===== src/rtl/cascade_seq_pkg.sv =====
package cascade_seq_pkg;

  localparam int WORD_W = 16;
  localparam int ADDR_W = 3;
  localparam int SEL_W  = 3;
  localparam int VAL_W  = 8;

  // register selects
  localparam logic [SEL_W-1:0] SEL_MODE  = 3'd0;
  localparam logic [SEL_W-1:0] SEL_CLOCK = 3'd1;
  localparam logic [SEL_W-1:0] SEL_POWER = 3'd2;

  // clocking: divider code 0 (/1), serial clock code 3 (half rate), rate code 3 (/256)
  localparam logic [2:0] CLK_DIV_CODE  = 3'd0;
  localparam logic [1:0] SCLK_CODE     = 2'd3;
  localparam logic [1:0] RATE_CODE     = 2'd3;
  localparam logic [VAL_W-1:0] CLOCK_VAL = {CLK_DIV_CODE, SCLK_CODE, 1'b0, RATE_CODE};

  // power: reference, DAC, ADC enables
  localparam logic [VAL_W-1:0] POWER_VAL = 8'b0000_0111;

  typedef enum logic [1:0] {
    PH_CLOCK = 2'd0,
    PH_POWER = 2'd1,
    PH_MODE  = 2'd2,
    PH_DATA  = 2'd3
  } phase_e;

  typedef struct packed {
    logic              loadTx;
    logic              isData;
    logic              useSample;
    logic [ADDR_W-1:0] devAddr;
    logic [SEL_W-1:0]  regSel;
    logic [VAL_W-1:0]  regVal;
    logic              rxStart;
    logic              rxIsAdc;
    logic [ADDR_W-1:0] rxDev;
  } ctrl_strobe_t;

  function automatic logic [WORD_W-1:0] makeCtrlWord(
      input logic [ADDR_W-1:0] addr,
      input logic [SEL_W-1:0]  sel,
      input logic [VAL_W-1:0]  val);
    return {1'b1, 1'b0, addr, sel, val};
  endfunction

endpackage


===== src/rtl/cascade_ctrl.sv =====
module cascade_ctrl
  import cascade_seq_pkg::*;
#(
  parameter int NUM_DEV = 2
) (
  input  logic         clk,
  input  logic         rst_n,
  input  logic         frameIn,
  input  logic         dacValid,
  input  logic         txEnd,
  output ctrl_strobe_t strobe,
  output logic         dacPop,
  output logic         cfgDone
);

  localparam int SLOT_W = (NUM_DEV > 1) ? $clog2(NUM_DEV) : 1;
  localparam logic [SLOT_W-1:0] LAST_SLOT = SLOT_W'(NUM_DEV - 1);
  localparam logic [VAL_W-1:0]  MODE_VAL  = {3'(NUM_DEV), 4'b0000, 1'b1};

  phase_e            phase;
  logic [SLOT_W-1:0] slot;
  logic              donePend;
  logic              lastSlot;
  logic              inData;

  assign lastSlot = (slot == LAST_SLOT);
  assign inData   = (phase == PH_DATA);

  always_comb begin
    strobe           = '0;
    strobe.loadTx    = frameIn;
    strobe.isData    = inData;
    strobe.useSample = inData && dacValid;
    strobe.devAddr   = ADDR_W'(NUM_DEV - 1) - ADDR_W'(slot);
    strobe.rxStart   = frameIn;
    strobe.rxIsAdc   = inData;
    strobe.rxDev     = ADDR_W'(NUM_DEV) - ADDR_W'(slot);
    unique case (phase)
      PH_CLOCK: begin strobe.regSel = SEL_CLOCK; strobe.regVal = CLOCK_VAL; end
      PH_POWER: begin strobe.regSel = SEL_POWER; strobe.regVal = POWER_VAL; end
      PH_MODE:  begin strobe.regSel = SEL_MODE;  strobe.regVal = MODE_VAL;  end
      default:  begin strobe.regSel = '0;        strobe.regVal = '0;        end
    endcase
  end

  assign dacPop = frameIn && inData && dacValid;

  always_ff @(posedge clk) begin
    if (!rst_n) begin
      phase    <= PH_CLOCK;
      slot     <= '0;
      donePend <= 1'b0;
      cfgDone  <= 1'b0;
    end else begin
      if (frameIn) begin
        slot <= lastSlot ? '0 : slot + 1'b1;
        if (lastSlot && !inData) phase <= phase_e'(phase + 2'd1);
        if (lastSlot && phase == PH_MODE) donePend <= 1'b1;
      end
      if (donePend && txEnd) begin
        cfgDone  <= 1'b1;
        donePend <= 1'b0;
      end
    end
  end

  // the phase only ever steps forward by one
  p_phase_step_r5: assert property (@(posedge clk) disable iff (!rst_n)
    !$stable(phase) |-> (phase == $past(phase) + 2'd1));

  // done is sticky
  p_done_sticky_r7: assert property (@(posedge clk) disable iff (!rst_n)
    $past(cfgDone) |-> cfgDone);

  // done only once data mode has been entered
  p_done_in_data_r7: assert property (@(posedge clk) disable iff (!rst_n)
    cfgDone |-> inData);

  // slot stays within the chain length
  p_slot_range_r4: assert property (@(posedge clk) disable iff (!rst_n)
    slot <= LAST_SLOT);

endmodule


===== src/rtl/cascade_dp.sv =====
module cascade_dp
  import cascade_seq_pkg::*;
#(
  parameter int NUM_DEV = 2,
  parameter int DEV_W   = $clog2(NUM_DEV + 1)
) (
  input  logic              clk,
  input  logic              rst_n,
  input  ctrl_strobe_t      strobe,
  input  logic              rxBit,
  input  logic [WORD_W-1:0] dacData,
  output logic              txFrame,
  output logic              txBit,
  output logic              txEnd,
  output logic              adcValid,
  output logic [DEV_W-1:0]  adcDev,
  output logic [WORD_W-1:0] adcData
);

  localparam int CNT_W = $clog2(WORD_W + 1);
  localparam logic [CNT_W-1:0] FULL_CNT = CNT_W'(WORD_W);
  localparam logic [CNT_W-1:0] ONE_CNT  = CNT_W'(1);

  logic [WORD_W-1:0] txWord;
  logic [WORD_W-1:0] txShift;
  logic [CNT_W-1:0]  txCnt;
  logic [WORD_W-1:0] rxShift;
  logic [CNT_W-1:0]  rxCnt;
  logic              rxIsAdcQ;
  logic [DEV_W-1:0]  rxDevQ;

  always_comb begin
    if (strobe.isData) txWord = strobe.useSample ? dacData : '0;
    else               txWord = makeCtrlWord(strobe.devAddr, strobe.regSel, strobe.regVal);
  end

  assign txBit   = (txCnt != '0) ? txShift[WORD_W-1] : 1'b0;
  assign txEnd   = (txCnt == ONE_CNT);
  assign adcData = rxShift;

  // transmit shifter
  always_ff @(posedge clk) begin
    if (!rst_n) begin
      txShift <= '0;
      txCnt   <= '0;
      txFrame <= 1'b0;
    end else begin
      txFrame <= strobe.loadTx;
      if (strobe.loadTx) begin
        txShift <= txWord;
        txCnt   <= FULL_CNT;
      end else if (txCnt != '0) begin
        txShift <= {txShift[WORD_W-2:0], 1'b0};
        txCnt   <= txCnt - 1'b1;
      end
    end
  end

  // receive shifter
  always_ff @(posedge clk) begin
    if (!rst_n) begin
      rxShift  <= '0;
      rxCnt    <= '0;
      rxIsAdcQ <= 1'b0;
      rxDevQ   <= '0;
      adcValid <= 1'b0;
      adcDev   <= '0;
    end else begin
      adcValid <= !strobe.rxStart && (rxCnt == ONE_CNT) && rxIsAdcQ;
      adcDev   <= rxDevQ;
      if (strobe.rxStart) begin
        rxShift  <= {rxShift[WORD_W-2:0], rxBit};
        rxCnt    <= CNT_W'(WORD_W - 1);
        rxIsAdcQ <= strobe.rxIsAdc;
        rxDevQ   <= DEV_W'(strobe.rxDev);
      end else if (rxCnt != '0) begin
        rxShift <= {rxShift[WORD_W-2:0], rxBit};
        rxCnt   <= rxCnt - 1'b1;
      end
    end
  end

  // received words are at least a word apart
  p_adc_spacing_r10: assert property (@(posedge clk) disable iff (!rst_n)
    adcValid |=> !adcValid);

  // label within the chain
  p_adc_dev_range_r10: assert property (@(posedge clk) disable iff (!rst_n)
    adcValid |-> (adcDev >= DEV_W'(1)) && (adcDev <= DEV_W'(NUM_DEV)));

  // the bit counter never exceeds one word
  p_tx_cnt_bound_r11: assert property (@(posedge clk) disable iff (!rst_n)
    txCnt <= FULL_CNT);

endmodule


===== src/rtl/cascade_cfg_seq.sv =====
module cascade_cfg_seq
  import cascade_seq_pkg::*;
#(
  parameter int NUM_DEV = 2,
  localparam int DEV_W  = $clog2(NUM_DEV + 1)
) (
  input  logic              clk,
  input  logic              rst_n,
  input  logic              frameIn,
  input  logic              rxBit,
  output logic              txFrame,
  output logic              txBit,
  input  logic              dacValid,
  input  logic [WORD_W-1:0] dacData,
  output logic              dacPop,
  output logic              adcValid,
  output logic [DEV_W-1:0]  adcDev,
  output logic [WORD_W-1:0] adcData,
  output logic              cfgDone
);

  ctrl_strobe_t strobe;
  logic         txEnd;

  cascade_ctrl #(.NUM_DEV(NUM_DEV)) u_ctrl (
    .clk(clk), .rst_n(rst_n), .frameIn(frameIn), .dacValid(dacValid),
    .txEnd(txEnd), .strobe(strobe), .dacPop(dacPop), .cfgDone(cfgDone)
  );

  cascade_dp #(.NUM_DEV(NUM_DEV), .DEV_W(DEV_W)) u_dp (
    .clk(clk), .rst_n(rst_n), .strobe(strobe), .rxBit(rxBit),
    .dacData(dacData), .txFrame(txFrame), .txBit(txBit), .txEnd(txEnd),
    .adcValid(adcValid), .adcDev(adcDev), .adcData(adcData)
  );

endmodule


===== config.mk =====
export PLATFORM = sky130hd
export DESIGN_NAME = cascade_cfg_seq
export DESIGN_NICKNAME = d
export VERILOG_FILES = /design/src/rtl/cascade_seq_pkg.sv /design/src/rtl/cascade_ctrl.sv /design/src/rtl/cascade_dp.sv /design/src/rtl/cascade_cfg_seq.sv
export SDC_FILE = /design/constraint.sdc
export NUM_CORES = 1
export LEC_CHECK = 0
export ABC_AREA = 1
export CAP_MARGIN = 10
export CORE_MARGIN = 8
export CORE_UTILIZATION = 50
export CTS_BUF_LIST = sky130_fd_sc_hd__clkbuf_16
export DETAILED_ROUTE_END_ITERATION = 8
export PLACE_DENSITY = 0.75
export SLEW_MARGIN = 20
export SYNTH_ARGS = -nofsm -noshare
export SYNTH_HDL_FRONTEND = slang
export SYNTH_HIERARCHICAL = 1
export SYNTH_SLANG_ARGS = --single-unit

===== constraint.sdc =====
create_clock -name clk -period 2.62 [get_ports clk]
set_input_delay 0.524 -clock clk [delete_from_list [all_inputs] [get_ports clk]]
set_output_delay 0.524 -clock clk [all_outputs]
set_load 0.05 [all_outputs]

After elaboration in Yosys (flattened, before gate mapping)
Cells that the tools add are included.
- ROM bits: 0
- word-level logic and storage cells: 59
- bits in registers: 54
- output and inout port bits: 23
- bits in writable memories: 0
- input port bits: 21
- latch bits: 0
- memories kept: 0
- equal/unequal tests: 5
- $mul: 0
- $lt $le $gt $ge: 0
- multiplexer cells: 13
- add/sub/neg operators: 6
- reduce and logical (&&, ||, !) cells: 19
- shifts and indexed selects: 0
- div/mod/pow operators: 0
- bitwise logic cells: 1
- operators by type and width (cell ; count):
    $mux W16 ; 6
    $pmux W10 S3 ; 1
    $eq A5 B1 Y1 const B ; 2
    $mux W5 ; 2
    $reduce_bool A5 Y1 ; 2
    $sub A5 B1 Y5 const B ; 2
    $logic_and A1 B1 Y1 ; 8
    $mux W4 ; 2
    $eq A2 B2 Y1 const B ; 2
    $reduce_and A2 Y1 ; 2
    $reduce_bool A2 Y1 ; 2
    $reduce_or A2 Y1 ; 2
    $add A2 B1 Y2 const B ; 1
    $eq A2 B1 Y1 const B ; 1
    $logic_not A1 Y1 ; 2
    $logic_not A2 Y1 ; 1
    $mux W1 ; 2
    $sub A1 B1 Y2 const A ; 1
    $sub A2 B1 Y2 const A ; 1
    $add A1 B1 Y1 const B ; 1
    $not A1 Y1 ; 1

Logic depth before layout (Yosys ltp)
- depth in word-level cells: 5
- depth in mapped cells: 9

Hierarchy
Netlist, hierarchy kept.
- modules (own cells, without submodules) (module ; area an instance (um^2) ; instances ; cells each):
    cascade_dp ; 2264.7 ; 1 ; 310
    cascade_ctrl ; 431.7 ; 1 ; 59

Least setup slack after synthesis
Ideal clock, no wire load.
- path type: register to output
- start point: reg u_dp.txCnt[0]
- end point: out txBit
- data arrival time: 1.600 ns
- setup slack: 0.496 ns
- path buffers: 0
- cell stages (with the launch flop): 8
- cells stage by stage: dfxtp_1 inv_1 ha_1 inv_1 nor2_4 nand2_1 inv_2 nor2_1
- longest elaborated chain between the ends: 2
- RTL lines (item ; line ; text):
    start: declaration ; cascade_dp.sv:26 ; logic [CNT_W-1:0] txCnt;
    start signal: assignment ; cascade_dp.sv:54 ; txCnt <= txCnt - 1'b1;
    $reduce_bool A5 Y1 ; cascade_dp.sv:37 ; assign txBit = (txCnt != '0) ? txShift[WORD_W-1] : 1'b0;
    $mux W1 ; cascade_dp.sv:37 ;
    end: declaration ; cascade_cfg_seq.sv:12 ; output logic txBit,
No other way between the ends.

Final worst setup path
Ends and elaborated chain as after synthesis.

==> metrics.cfg <==
[detailed_routing]
viasPerCell=5.021
postRouteAntennaNets=0
totalWireLength_mm=5.819
maxUsedRoutingLayer=met4
route.met3.wl_um=241
wl_per_cell_um=12.41
drt_first_iter_violations=119
wl_met1_mm=2.717
dr.pass1.iters=5
drc=0
vias=2355
dr_wl_met2_mm=2.792

[critical_path]
setup.worst_path.end_class=primary output
crit_chain=inv_1 > ha_1 > inv_1 > nor2_4 > nand2_1 > inv_2 > nor2_1 > buf_4
r2r_slack_ns=1.04
critPathTopFamily=buffers and inverters
critPathKind=flop to primary output
worst_r2r_path_depth=7
worst-path-max-fanout=7
cp-start-kind=flop
worst_path_max_delay_cell=dfxtp_1
required_ns=2.10
r2r-end=u_dp/txShift[13]$_SDFFE_PN0P_
r2r-start=u_ctrl/phase[0]$_SDFFE_PN0P_
crit_top_cell=inv_1
path_buf_inv=4
slowest_delay_ns=0.37
cp_data_arrival_time_ns=1.66

[pwr]
p_leak_nw=1.359
peakVddDrop_mv=0.3430
power.density_nw_per_um2=601.3

[cells_and_area]
syn_to_final_growth_pct=20.52
layout-drive-gt1-share_pct=8.020
diodes=0
fin_nets=430
utilization_pct=63.05

[grt]
overflow=0
grt_pass1_vias=2274
grt_max_degree=43
grt_pass1_wl_mm=9.949
grt_util_all_layers_pct=15.56
antenna_found_initial=0

[clocking]
clk_pin_slew_ns=0.07
htree_levels=2
clock_sinks=54
postCtsSetupBuffers=0
cts_buffers=5
cts_resized=0
clock_path_buffers=2
cts_tree=built
cts_hold_buf=0
clock_latency_ns=0.29
root_buffer=clkbuf_16

[yosys]
yosysWarnings=6
syn_inst=368
netlist_area_um2=2689
avgSynthCellArea_um2=7.307

[min_path]
worstHoldStart=u_dp/rxDevQ[0]$_SDFFE_PN0P_
worst_hold_path_type=flop to flop
holdPathEnd=u_dp/adcDev[0]$_SDFF_PN0_
hold_path_depth=2

[die]
die_y_um=89.33
io_pins=44
dieArea_um2=7980
die_w_um=89.33
core_um2=5140
rows=26
initial_core_util_pct=52.31

[sta]
finalCritPeriodShare_pct=83.24
relSlewSlack_pct=65.58
grt_setup_unrepaired=no
finalSetupViolCount=0
fin_crit_ns=2.181
finClkSkew_ns=0.004430
tns_ns=0
finalMaxSlewViolations=0
finalHoldViolations=0
fmaxAchievable_mhz=458.5
tightest_slew_ns=0.5147

[placed_design]
port-buffer-count=43
globalplace.congestion=0.7793
dp_hpwl_mm=4.065

[outcome]
status=finished, final reports clean

[job]
maxCapViolations=0

## tightest hold or removal path: cells and delay by family (launching register included)
family        cells  cell delay, ns
flops             1            0.31
simple gates      1            0.05
buf+inv           1            0.03
## through the flow
stage | setup WS, ns | cell area [µm²] | hold slack [ns] | total power, mW | std cells
floorplan | 0.4956 | 2704 | 0.4035 | 1.229 | 372
global placement | 0.5934 | 3095 | 0.4205 | 1.307 | 461
detailed placement | 0.5905 | 3095 | 0.4154 | 1.314 | 461
CTS | 0.4185 | 3241 | 0.4302 | 1.970 | 469
global route | 0.2852 | 3241 | 0.4527 | 2.062 | 469
finish | 0.4390 | 3241 | 0.4284 | 1.949 | 469
## flip-flops by register name, summed over array words and instances (netlist names), 2 cells and up
register	cells
u_dp/txCnt	5
u_dp/adcData	16
u_dp/adcDev	2
u_dp/rxDevQ	2
u_dp/txShift	16
u_ctrl/phase	2
u_dp/rxCnt	5
## how the worst max path moves through the flow
stage	startpoint	endpoint	slack, ns	depth (start not counted)
after floorplan	u_dp/txCnt[0]$_SDFFE_PP0P_	txBit	0.50	7
after global placement	frameIn	dacPop	0.59	4
after detailed placement	frameIn	u_dp/txShift[2]$_SDFFE_PN0P_	0.59	7
after CTS	u_dp/txCnt[0]$_SDFFE_PP0P_	txBit	0.42	8
after global routing	u_dp/txCnt[0]$_SDFFE_PP0P_	txBit	0.29	8
final	u_dp/txCnt[0]$_SDFFE_PP0P_	txBit	0.44	8
## layout make-up
class / count / area [µm²]
Fill cell: 494 / 1899
Multi-Input combinational cell: 257 / 1311
Sequential cell: 54 / 1081
Timing Repair Buffer: 50 / 503.0
Clock buffer: 5 / 125.1
Inverter: 30 / 112.6
Tap cell: 70 / 87.58
Clock inverter: 3 / 20.02
## power by group
group,switching [mW],internal (mW)
clock network,0.294,0.354
registers,0.0382,0.882
logic,0.230,0.150
## routing by layer
layer	vias up	global-route usage, %
met2	44	25.39
met4	0	6.193
met1	1070	19.26
met5	-	0
met3	7	3.585
li1	1234	-
## cells in the final DEF, fill, tap and decap left out, drive strengths merged
master,n
nand3b,2
nand2,72
nor2,35
clkdlybuf4s50,41
nand3,56
conb,5
and3,1
nor3,2
dfxtp,54
or2,14
inv,30
a31oi,1
ha,11
clkbuf,5
buf,9
clkinv,2
a21oi,39
clkinvlp,1
o21ai,15
a21boi,1
nand4,3
Power figures use the tool's default switching activity.
